[config.mk]
export PLATFORM = sky130hd
export DESIGN_NAME = swtrap_ctrl
export DESIGN_NICKNAME = d
export VERILOG_FILES = /design/src/rtl/swtrap_pkg.sv /design/src/rtl/swtrap_vec.sv /design/src/rtl/swtrap_rsel.sv /design/src/rtl/swtrap_ctrl.sv
export SDC_FILE = /design/constraint.sdc
export NUM_CORES = 1
export LEC_CHECK = 0
export CAP_MARGIN = 10
export CORE_ASPECT_RATIO = 0.7
export CORE_MARGIN = 3
export CORE_UTILIZATION = 55
export CTS_CLUSTER_DIAMETER = 30
export DETAILED_ROUTE_END_ITERATION = 7
export DONT_BUFFER_PORTS = 1
export PLACE_DENSITY_LB_ADDON = 0.08
export SLEW_MARGIN = 5
export SYNTH_ARGS = -nofsm -noshare
export SYNTH_HDL_FRONTEND = slang
export SYNTH_SLANG_ARGS = --single-unit
[constraint.sdc]
create_clock -name clk -period 3.9 [get_ports clk]
set_input_delay 0.585 -clock clk [delete_from_list [all_inputs] [get_ports clk]]
set_output_delay 0.585 -clock clk [all_outputs]
set_load 0.02 [all_outputs]
[src/rtl/swtrap_pkg.sv]
package swtrap_pkg;
    localparam int unsigned XLEN    = 32;
    localparam int unsigned ID_BIT  = 5;
    localparam int unsigned EP_BIT  = 6;
    localparam int unsigned NP_BIT  = 7;

    localparam logic [XLEN-1:0] ENTRY_SET =
        (XLEN'(1) << ID_BIT) | (XLEN'(1) << EP_BIT);

    typedef struct packed {
        logic [XLEN-1:0] epc;
        logic [XLEN-1:0] epsw;
        logic [XLEN-1:0] cause;
        logic [XLEN-1:0] redir_pc;
        logic [XLEN-1:0] psw_out;
        logic            vld;
    } trap_state_t;
endpackage

[src/rtl/swtrap_vec.sv]
module swtrap_vec
    import swtrap_pkg::*;
#(
    parameter int unsigned    VEC_W      = 5,
    parameter int unsigned    CAUSE_W    = 16,
    parameter logic [15:0]    CAUSE_BASE = 16'h0040,
    parameter logic [XLEN-1:0] LO_ADDR   = 32'h0000_0040,
    parameter logic [XLEN-1:0] HI_ADDR   = 32'h0000_0050
) (
    input  logic [VEC_W-1:0] vec,
    output logic [XLEN-1:0]  target,
    output logic [XLEN-1:0]  cause_val
);
    localparam int unsigned PAD_W = XLEN - CAUSE_W;

    logic [CAUSE_W-1:0] code_lo;

    // The upper half of the trap number range selects the second entry.
    assign target  = vec[VEC_W-1] ? HI_ADDR : LO_ADDR;
    assign code_lo = CAUSE_W'(CAUSE_BASE) + CAUSE_W'(vec);

    generate
        if (PAD_W > 0) begin : g_pad
            assign cause_val = {{PAD_W{1'b0}}, code_lo};
        end else begin : g_nopad
            assign cause_val = code_lo[XLEN-1:0];
        end
    endgenerate
endmodule

[src/rtl/swtrap_rsel.sv]
module swtrap_rsel
    import swtrap_pkg::*;
(
    input  logic            ep,
    input  logic            np,
    input  logic [XLEN-1:0] exc_pc,
    input  logic [XLEN-1:0] exc_psw,
    input  logic [XLEN-1:0] fat_pc,
    input  logic [XLEN-1:0] fat_psw,
    output logic [XLEN-1:0] rest_pc,
    output logic [XLEN-1:0] rest_psw
);
    logic use_fatal;

    // Exception-pending outranks fatal-pending; with neither set, the exception pair is used.
    assign use_fatal = !ep && np;
    assign rest_pc   = use_fatal ? fat_pc  : exc_pc;
    assign rest_psw  = use_fatal ? fat_psw : exc_psw;
endmodule

[src/rtl/swtrap_ctrl.sv]
module swtrap_ctrl
    import swtrap_pkg::*;
#(
    parameter int unsigned VEC_W = 5
) (
    input  logic             clk,
    input  logic             rst_n,
    input  logic             trap_req,
    input  logic [VEC_W-1:0] trap_code,
    input  logic             ret_req,
    input  logic [31:0]      cur_pc,
    input  logic [31:0]      cur_psw,
    input  logic [31:0]      fat_pc,
    input  logic [31:0]      fat_psw,
    output logic [31:0]      exc_pc,
    output logic [31:0]      exc_psw,
    output logic [31:0]      cause,
    output logic [31:0]      redir_pc,
    output logic [31:0]      psw_out,
    output logic             redir_vld
);
    localparam logic [XLEN-1:0] PC_STEP = XLEN'(4);

    trap_state_t st_d, st_q;
    logic [XLEN-1:0] vec_target, vec_cause;
    logic [XLEN-1:0] rest_pc, rest_psw;

    swtrap_vec #(.VEC_W(VEC_W)) u_vec (
        .vec       (trap_code),
        .target    (vec_target),
        .cause_val (vec_cause)
    );

    swtrap_rsel u_rsel (
        .ep       (cur_psw[EP_BIT]),
        .np       (cur_psw[NP_BIT]),
        .exc_pc   (st_q.epc),
        .exc_psw  (st_q.epsw),
        .fat_pc   (fat_pc),
        .fat_psw  (fat_psw),
        .rest_pc  (rest_pc),
        .rest_psw (rest_psw)
    );

    always_comb begin
        st_d     = st_q;
        st_d.vld = 1'b0;
        if (trap_req) begin
            st_d.epc      = cur_pc + PC_STEP;
            st_d.epsw     = cur_psw;
            st_d.cause    = vec_cause;
            st_d.redir_pc = vec_target;
            st_d.psw_out  = cur_psw | ENTRY_SET;
            st_d.vld      = 1'b1;
        end else if (ret_req) begin
            st_d.redir_pc = rest_pc;
            st_d.psw_out  = rest_psw;
            st_d.vld      = 1'b1;
        end
    end

    always_ff @(posedge clk) begin
        if (!rst_n) begin
            st_q <= '0;
        end else begin
            st_q <= st_d;
        end
    end

    assign exc_pc    = st_q.epc;
    assign exc_psw   = st_q.epsw;
    assign cause     = st_q.cause;
    assign redir_pc  = st_q.redir_pc;
    assign psw_out   = st_q.psw_out;
    assign redir_vld = st_q.vld;
endmodule

==> qor.csv, run 1 <==
stage;metric;value;unit
floorplan;Core Region;10700;sq um
critical_path;WS Path Type;in -> reg;
place;gpl congestion;0.850;
global_route;GRT Residual Overflow;0;
outcome;outcome;complete, no violations;
yosys;register area share after synthesis;0.430;
critical_path;worst-path fanout max;11;
power_and_ir_drop;Worst VDD drop;380;uV
power_and_ir_drop;Leakage Power;2.52;nW
clock_network;clock slew seen by the registers of the worst setup and hold paths;0.06;ns
timing;crit share post-route;0.496;
hold_path;Hold Crit Class;in -> reg;
timing;Least-Margin Pin Slew;1.16;ns
place;dpl cells;809;
clock_network;# resized after CTS;0;
yosys;Seq cells post-synth;135;
global_route;number of antenna violations at the first check in global routing;0;
timing;fmax;0.517;GHz
yosys;ys async rst share;0;
global_route;largest net degree at the start of global routing;170;
timing;fin crit period;1.94;ns
yosys;Post-synth top cells;dfxtp_1, nor2_1, mux2i_1;
critical_path;Worst Path Arrival;2.26;ns
yosys;Syn Area/Cell;8.79;sq um
clock_network;Root Buffer;clkbuf_16;
floorplan;Die W;134;um
yosys;most frequent cell after synthesis;dfxtp_1;
layout;share of post-route cells with drive strength above 1;0.0620;
floorplan;Die Ht;95.4;um
global_route;first-pass GRT wire length;26.0;mm
yosys;area leader, netlist;dfxtp_1;
clock_network;CTS Hold Bufs;0;
layout;fin nets;818;
layout;Multi-input gate area;3220;sq um
detailed_routing;vias per inst;6.01;
yosys;Top FF cell, synth;dfxtp_1;
detailed_routing;# DRC;0;
clock_network;H-tree depth;4;
detailed_routing;routed len/inst;20.4;um
critical_path;slowest stage delay, CP;0.62;ns
critical_path;Crit. End Element;flop;
timing;final setup vio count;0;
yosys;Post-synth EDFFs;0;
clock_network;Sink Count;135;
detailed_routing;Vias;5051;
power_and_ir_drop;PD cells;511;nW/um^2
critical_path;CP required;4.23;ns
timing;Slew HR;0.224;
detailed_routing;drt first pass iters;6;
floorplan;Die Area;12800;sq um
global_route;overall routing resource usage;0.259;
floorplan;Ports;298;
clock_network;Worst-Skew Late Latency;0.41;ns
job;Max Cap Viol;0;
yosys;Cell variety after synth;41;
clock_network;postcts setup bufs;0;
yosys;post-synthesis cell area;6280;sq um
floorplan;Initial Utilization;0.584;
layout;Area growth syn-to-layout;7.37;%
timing;worst clock skew;0.00729;ns
timing;Final Hold Vio Count;0;
global_route;vias in the first global route;4691;
clock_network;CTS Buffer Depth;2;
yosys;Ys Warns;0;
timing;RSZ-0062 raised after global routing;false;
clock_network;CTS tree;yes;
detailed_routing;DRT Wirelength;17.1;mm
layout;fin cells;841;
place;DP Area;6170;sq um
detailed_routing;starting DRC count in detailed routing;358;
place;HPWL after DPL;12.2;mm
yosys;post-synth top area share;0.430;
clock_network;Num CTS Buffers;17;
layout;fillcell total;913;
place;port bufs;0;
floorplan;Rows;31;
layout;design area;6740;sq um
yosys;synth top area cells;dfxtp_1, mux2i_1, a21oi_1;
critical_path;CP max-delay cell;or4_4;
timing;final slew viol count;0;
layout;n_diodes;0;
layout;register area;2700;sq um
critical_path;Critical Path Source Type;primary input;
yosys;Cells after Synth;714;
detailed_routing;ANT nets after route;0;
layout;post-route core utilization;0.627;
timing;final setup TNS;0;ns
critical_path;critical-path cell list;ha_1 -> nand3_4 -> or4_4 -> or4_1 -> a31oi_1;
## power by group
part           internal, mW  total (mW)  leakage [nW]  switching (mW)
Clock                 0.892        1.54         0.270           0.644
Sequential             1.46        1.64          1.12           0.180
Combinational         0.121       0.265          1.13           0.144
Total                  2.48        3.45          2.52           0.969
## worst max-delay path, delay by kind of cell
kind / cells / cell delay (ns)
fa+ha+maj: 1 / 0.20
simple gates: 3 / 1.29
compound gates: 1 / 0.18
## per-stage QoR
step	worst slack [ns]	hold slack, ns	power, mW
floorplan	1.62	0.542	1.93
global placement	1.59	0.554	1.93
detailed placement	1.57	0.557	1.94
CTS	2.00	0.264	3.47
global route	1.94	0.264	3.59
finish	1.96	0.276	3.45
## cells in the final DEF, fill, tap and decap left out, types with 10 or more instances in the layout
cell       netlist  layout
dfxtp_1        135     135
nor2_1          86      86
mux2i_1         73      73
a21oi_1         72      72
nand2_1         41      41
a211oi_1        38      38
nand2b_1        32      32
a211o_1         31      31
o21ai_0         28      28
conb_1           1      26
clkbuf_16        0      17
a31oi_1         10      10
## registers in the layout, summed over array words and instances, names as in the netlist
signal	count
exc_pc	32
exc_psw	32
psw_out	32
redir_pc	32
cause	6
redir_vld	1
## kinds of logic (layout without fill, tap and decap cells)
| logic type | count (synthesis) | after routing | share of synthesized area |
|---|---|---|---|
| AO/OA/AOI/OAI | 191 | 191 | 0.194 |
| XOR/XNOR | 13 | 13 | 0.0181 |
| adder cells (fa/ha/maj) | 1 | 1 | 0.00199 |
| buffers and inverters | 88 | 42 | 0.0731 |
| flip-flops | 135 | 135 | 0.430 |
| multiplexers | 73 | 73 | 0.116 |
| other | 1 | 26 | 0.000597 |
| AND/OR/NAND/NOR | 212 | 212 | 0.165 |
## layer usage
| metal | track usage | wire length [um] | up-vias |
|---|---|---|---|
| li1 | - | - | 2448 |
| met1 | 0.315 | 6990 | 2339 |
| met2 | 0.427 | 8140 | 243 |
| met3 | 0.105 | 1770 | 21 |
| met4 | 0.0736 | 232 | 0 |
| met5 | 0 | 0 | - |
## layout make-up
| class | count | share of cell area |
|---|---|---|
| multi-input combinational | 516 | 0.477 |
| sequential | 135 | 0.401 |
| tap | 148 | 0.0275 |
| clock buffer | 17 | 0.0631 |
| clock inverter | 15 | 0.0215 |
| timing repair buffer | 4 | 0.00631 |
| inverter | 6 | 0.00334 |
## path summary, 6_finish.rpt
kind / from / cells past startpoint / slack (ns) / to
min reg2reg: cause[6]$_SDFFE_PN0P_ / 2 / 0.57 / cause[6]$_SDFFE_PN0P_
max: cur_pc[2] / 5 / 1.96 / exc_pc[28]$_SDFFE_PN0P_
max reg2reg: exc_psw[7]$_SDFFE_PN0P_ / 3 / 2.74 / psw_out[7]$_SDFFE_PN0P_
min: cur_pc[2] / 1 / 0.28 / exc_pc[2]$_SDFFE_PN0P_
(Power assumes the default switching activity.)
==> run 2: changes to the inputs <==
==> constraint.sdc (replaced) <==
create_clock -name clk -period 1.8 [get_ports clk]
set_input_delay 0.27 -clock clk [delete_from_list [all_inputs] [get_ports clk]]
set_output_delay 0.27 -clock clk [all_outputs]
set_load 0.02 [all_outputs]
==> run 2 against run 1 <==
- total power is 140% higher
- setup slack worse by 1.7 ns
- final area is 4.4% higher
- clock skew is 0.00066 ns higher
- register-to-register slack worse by 2.3 ns
- sequential share of layout area is 1.7 points lower
- largest cell class unchanged
- largest power group is now clock
- highest routed layer unchanged
==> qor.csv, run 2 (synthesized netlist as in run 1, its figures left out) <==
stage;metric;value;unit;change
floorplan;Die W;134;um;unchanged
clock_network;H-tree depth;4;;unchanged
detailed_routing;ANT nets after route;0;;unchanged
clock_network;Sink Count;135;;unchanged
critical_path;critical-path cell list;dlygate4sd3_1 -> a311oi_1;;
global_route;largest net degree at the start of global routing;146;;-14%
layout;Area growth syn-to-layout;12.1;%;
timing;Least-Margin Pin Slew;1.11;ns;-0.0582 ns
floorplan;Initial Utilization;0.584;;unchanged
critical_path;Worst Path Arrival;1.76;ns;-0.50 ns
clock_network;postcts setup bufs;0;;unchanged
layout;fillcell total;905;;-0.88%
floorplan;Ports;298;;unchanged
timing;fmax;0.651;GHz;
detailed_routing;DRT Wirelength;18.0;mm;+4.8%
timing;Slew HR;0.261;;+0.0364
critical_path;WS Path Type;in -> reg;;
job;Max Cap Viol;0;;unchanged
clock_network;Worst-Skew Late Latency;0.40;ns;about the same
timing;fin crit period;1.54;ns;
timing;crit share post-route;0.854;;
detailed_routing;# DRC;0;;unchanged
floorplan;Die Area;12800;sq um;unchanged
layout;register area;2700;sq um;unchanged
power_and_ir_drop;Tot Pwr;8.20;mW;+140%
global_route;vias in the first global route;5029;;+7.2%
layout;Multi-input gate area;3230;sq um;+0.39%
detailed_routing;vias per inst;6.05;;+0.80%
hold_path;hold_sp;cur_psw[6];;
layout;n_diodes;0;;unchanged
critical_path;Reg-to-Reg Start;exc_pc[2]$_SDFFE_PN0P_;;
place;DP Area;6280;sq um;+1.7%
clock_network;CTS tree;yes;;
timing;final slew viol count;0;;unchanged
detailed_routing;Vias;5182;;+2.6%
global_route;GRT Residual Overflow;0;;unchanged
timing;final setup vio count;0;;unchanged
power_and_ir_drop;Worst VDD drop;848;uV;+120%
place;HPWL after DPL;12.4;mm;+2.1%
floorplan;Rows;31;;unchanged
floorplan;Die Ht;95.4;um;unchanged
critical_path;Largest delay share family, worst path;buffers and inverters;;
floorplan;Core Region;10700;sq um;unchanged
layout;design area;7040;sq um;+4.4%
timing;RSZ-0062 raised after global routing;false;;
critical_path;Critical Path Source Type;primary input;;
detailed_routing;routed len/inst;21.0;um;+3.0%
clock_network;clock slew seen by the registers of the worst setup and hold paths;0.06;ns;about the same
critical_path;CP required;2.02;ns;-2.21 ns
global_route;number of antenna violations at the first check in global routing;0;;unchanged
global_route;overall routing resource usage;0.273;;+0.0144
critical_path;Crit path buffers/inverters;1;;+1
timing;Final Hold Vio Count;0;;unchanged
layout;commonest non-fill, non-tap cell in the layout;dfxtp_1;;
layout;fin nets;833;;+1.8%
layout;share of post-route cells with drive strength above 1;0.0749;;+0.0128
place;gpl congestion;0.901;;+6.0%
critical_path;worst-path fanout max;145;;+134
detailed_routing;drt first pass iters;5;;-1
clock_network;CTS Buffer Depth;2;;unchanged
detailed_routing;starting DRC count in detailed routing;317;;-11%
place;port bufs;0;;unchanged
outcome;outcome;complete, no violations;;
clock_network;Root Buffer;clkbuf_16;;
layout;post-route core utilization;0.655;;+0.0274
critical_path;slowest stage delay, CP;1.28;ns;+0.66 ns
global_route;first-pass GRT wire length;27.4;mm;+5.4%
power_and_ir_drop;Leakage Power;2.66;nW;+5.7%
layout;most frequent cells in the layout;dfxtp_1, nor2_1, mux2i_1, a21oi_1, nand2_1;;
timing;worst clock skew;0.00796;ns;+0.000662 ns
critical_path;CP startpoint;trap_req;;
critical_path;CP max-delay cell;dlygate4sd3_1;;
power_and_ir_drop;PD cells;1160;nW/um^2;+130%
hold_path;Hold Crit Class;in -> reg;;
clock_network;Num CTS Buffers;17;;unchanged
critical_path;Crit. End Element;flop;;
[run 2: changes by cell type in the layout (fill, tap and decap cells not counted), sizes merged]
cell         previous run  this run
buf                     4        14
inv                    12         6
bufinv                  1         6
dlygate4sd3             0         5
clkbuf                 17        21
clkinvlp                4         1
[run 2: final timing paths]
check	end	slack, ns	cells after the start
setup / recovery	exc_pc[10]$_SDFFE_PN0P_	0.26	2
hold / removal	exc_psw[6]$_SDFFE_PN0P_	0.02	2
setup reg to reg	exc_pc[2]$_SDFFE_PN0P_	0.45	3
hold reg to reg	exc_psw[18]$_SDFFE_PN0P_	0.59	2
[run 2: metal layers]
metal  up-vias  share of wire  track usage
met3        35           0.10        0.109
met4         0          0.023       0.0993
met1      2434           0.39        0.318
met5         -              0            0
li1       2468              -            -
met2       245           0.49        0.460
[run 2: repair_timing]
action / in CTS / in global routing
endpoints found under the hold margin: 60 / 0
hold buffers: 6 / 0
gates resized for setup: 0 / 0
[run 2: power by group]
| group | internal [mW] | switching, mW |
|---|---|---|
| Sequential | 3.17 | 0.389 |
| Combinational | 0.287 | 0.346 |
| Clock | 2.72 | 1.29 |
[run 2: final cells by class]
class | instances | area share
Timing Repair Buffer | 19 | 0.0292
Tap cell | 148 | 0.0263
Inverter | 6 | 0.00320
Multi-Input combinational cell | 516 | 0.459
Clock inverter | 11 | 0.0311
Clock buffer | 21 | 0.0669
Sequential cell | 135 | 0.384
[run 2: metrics by stage]
step	setup WS, ns	TNS, ns	hold WS (ns)	instances
after floorplan	0.0152	0	0.369	739
final	0.263	0	0.0162	856
after CTS	0.348	0	0.000642	856
after global placement	0.000933	0	0.378	818
after detailed placement	-0.0323	-0.0805	0.377	818
after global routing	0.196	0	0.00439	856
[run 2: worst register-to-register path: stages, from the launching register on]
cell and delay, ns:
dfxtp_1 0.50, nor2_1 0.07, a211oi_1 0.16, dlygate4sd3_1 0.57
==> run 3: changes to the inputs <==
--- a/config.mk
+++ b/config.mk
@@ -12,6 +12,7 @@
 export CTS_CLUSTER_DIAMETER = 30
 export DETAILED_ROUTE_END_ITERATION = 7
 export DONT_BUFFER_PORTS = 1
+export GPL_TIMING_DRIVEN = 0
 export PLACE_DENSITY_LB_ADDON = 0.08
 export SLEW_MARGIN = 5
 export SYNTH_ARGS = -nofsm -noshare
==> run 3 against run 2 <==
- first-iteration DRC count is 20% higher
- routed wire length increased by 13%
- sequential share of layout area shrank 1.3 points
- highest routed layer unchanged
- sequential power barely moved
- final area is 3.4% higher
- setup slack worse by 0.14 ns
- critical path type unchanged
- combinational power increased by 25%
- clock skew fell by 0.0025 ns
- fmax fell by 8.6%
- critical path depth up 3
- global-route usage up 3.2 points
- utilization is 2.2 points higher
==> qor.csv, run 3 (synthesized netlist as in run 1, its figures left out) <==
stage;metric;value;unit;change
detailed_routing;met2 routed WL;9.70;mm;+10%
timing;fin crit period;1.68;ns;+0.144 ns
detailed_routing;ANT nets after route;0;;unchanged
clock_network;CTS Buffer Depth;2;;unchanged
power_and_ir_drop;Leakage Power;2.80;nW;+5.4%
detailed_routing;Top Layer Used;met4;;
detailed_routing;Vias;5644;;+8.9%
detailed_routing;routed len/inst;22.1;um;+5.3%
floorplan;Die Area;12800;sq um;unchanged
outcome;outcome;complete, no violations;;
critical_path;critical path's most frequent cell;clkbuf_1;;
place;port bufs;0;;unchanged
power_and_ir_drop;sw frac;0.260;;+0.0134
detailed_routing;# DRC;0;;unchanged
layout;most frequent cells in the layout;dfxtp_1, nor2_1, mux2i_1, a21oi_1, clkbuf_1;;
floorplan;Rows;31;;unchanged
layout;commonest non-fill, non-tap cell in the layout;dfxtp_1;;
layout;fin nets;898;;+7.8%
critical_path;critical-path cell list;clkbuf_1 -> clkbuf_1 -> clkbuf_1 -> o21ai_0 -> a31oi_1;;
critical_path;CP required;2.13;ns;+0.11 ns
timing;final setup TNS;0;ns;unchanged
layout;n_diodes;0;;unchanged
critical_path;WS Path Type;in -> reg;;
timing;RSZ-0062 raised after global routing;false;;
critical_path;Critical Path Source Type;primary input;;
critical_path;Worst Path Arrival;2.01;ns;+0.25 ns
floorplan;Ports;298;;unchanged
floorplan;Core Region;10700;sq um;unchanged
layout;fin cells;921;;+7.6%
power_and_ir_drop;Comb power frac;0.095;;+0.018
place;dpl cells;887;;+8.4%
power_and_ir_drop;part of the power in registers;0.428;;-0.006
global_route;largest net degree at the start of global routing;17;;-88%
detailed_routing;vias per inst;6.13;;+1.2%
hold_path;Hold Crit Class;in -> reg;;
timing;Least-Margin Pin Slew;0.783;ns;-0.323 ns
floorplan;Die Ht;95.4;um;unchanged
critical_path;Largest delay share family, worst path;buffers and inverters;;
detailed_routing;drt first pass iters;5;;unchanged
global_route;vias in the first global route;5316;;+5.7%
global_route;overall routing resource usage;0.306;;+0.0324
detailed_routing;wl on met1;7.82;mm;+12%
critical_path;slowest stage delay, CP;0.65;ns;-0.63 ns
timing;final slew viol count;0;;unchanged
place;gpl congestion;0.997;;+11%
timing;crit share post-route;0.934;;+0.0801
detailed_routing;met3 wire length;2.32;mm;+29%
global_route;number of antenna violations at the first check in global routing;0;;unchanged
timing;Slew HR;0.478;;+0.217
layout;post-route core utilization;0.677;;+0.0222
power_and_ir_drop;Tot Pwr;8.34;mW;+1.7%
critical_path;CP max-delay cell;clkbuf_1;;
timing;fmax;0.595;GHz;-8.6%
clock_network;Sink Count;135;;unchanged
floorplan;Die W;134;um;unchanged
critical_path;Crit path buffers/inverters;3;;+2
layout;Area growth syn-to-layout;15.9;%;
clock_network;H-tree depth;4;;unchanged
power_and_ir_drop;Clock power frac;0.477;;-0.011
global_route;first-pass GRT wire length;30.1;mm;+9.9%
floorplan;Initial Utilization;0.584;;unchanged
place;DP Area;6570;sq um;+4.7%
layout;share of post-route cells with drive strength above 1;0.0983;;+0.0235
power_and_ir_drop;Internal Pwr Total;6.17;mW;about the same
timing;final setup vio count;0;;unchanged
clock_network;Num CTS Buffers;17;;unchanged
timing;Final Hold Vio Count;0;;unchanged
clock_network;Worst-Skew Late Latency;0.41;ns;about the same
power_and_ir_drop;PD cells;1150;nW/um^2;-1.6%
global_route;GRT Residual Overflow;0;;unchanged
critical_path;worst-path fanout max;10;;-93%
place;HPWL after DPL;15.8;mm;+27%
detailed_routing;DRT Wirelength;20.3;mm;+13%
job;Max Cap Viol;0;;unchanged
power_and_ir_drop;Worst VDD drop;691;uV;-19%
layout;design area;7270;sq um;+3.4%
detailed_routing;starting DRC count in detailed routing;380;;+20%
clock_network;CTS tree;yes;;
clock_network;clock slew seen by the registers of the worst setup and hold paths;0.06;ns;about the same
critical_path;Crit. End Element;flop;;
timing;worst clock skew;0.00543;ns;-0.00253 ns
clock_network;Root Buffer;clkbuf_16;;
power_and_ir_drop;P_sw;2.17;mW;+7.2%
-- run 3: what timing repair did --
action | in CTS | in global routing
gates resized for setup | 1 | 4
setup buffers | 0 | 0
hold buffers | 1 | 1
endpoints found under the hold margin | 1 | 1
endpoints found under the setup margin | 9 | 12
-- run 3: metal layers --
| layer | track usage | vias to the layer above |
|---|---|---|
| met4 | 0.104 | 0 |
| met1 | 0.367 | 2689 |
| met2 | 0.504 | 320 |
| li1 | - | 2600 |
| met3 | 0.122 | 35 |
| met5 | 0 | - |
-- run 3: final timing paths --
check / slack (ns) / cells after the start / endpoint / from
hold / removal: 0.01 / 2 / cause[2]$_SDFFE_PN0P_ / trap_code[2]
setup / recovery: 0.12 / 5 / exc_pc[28]$_SDFFE_PN0P_ / trap_req
setup reg to reg: 0.60 / 3 / redir_pc[4]$_SDFFE_PN0P_ / exc_pc[4]$_SDFFE_PN0P_
hold reg to reg: 0.59 / 2 / exc_psw[2]$_SDFFE_PN0P_ / exc_psw[2]$_SDFFE_PN0P_
-- run 3: power groups by stage --
stage | combinational, mW | sequential [mW] | clock [mW]
3_3_place_gp | 0.744 | 3.62 | 0
4_1_cts | 0.779 | 3.57 | 4.01
3_5_place_dp | 0.773 | 3.63 | 0
6_report | 0.790 | 3.57 | 3.98
5_1_grt | 0.876 | 3.58 | 4.14
2_1_floorplan | 0.625 | 3.55 | 0
-- run 3: cell type report --
class,instances,area (sq um)
well taps,148,185
fillers,899,3470
repair buffers,2,20.0
clock inverters,11,220
plain buffers,82,440
multi-input cells,516,3220
flip-flops and latches,135,2700
inverters,6,22.5
clock buffers,21,460
-- run 3: metrics by stage --
stage | setup WS (ns) | hold WS, ns
6_report | 0.119 | 0.0103
5_1_grt | 0.0204 | 0.00369
4_1_cts | 0.110 | 0.00158
3_5_place_dp | -0.485 | 0.383
3_3_place_gp | -0.459 | 0.376
2_1_floorplan | 0.0152 | 0.369
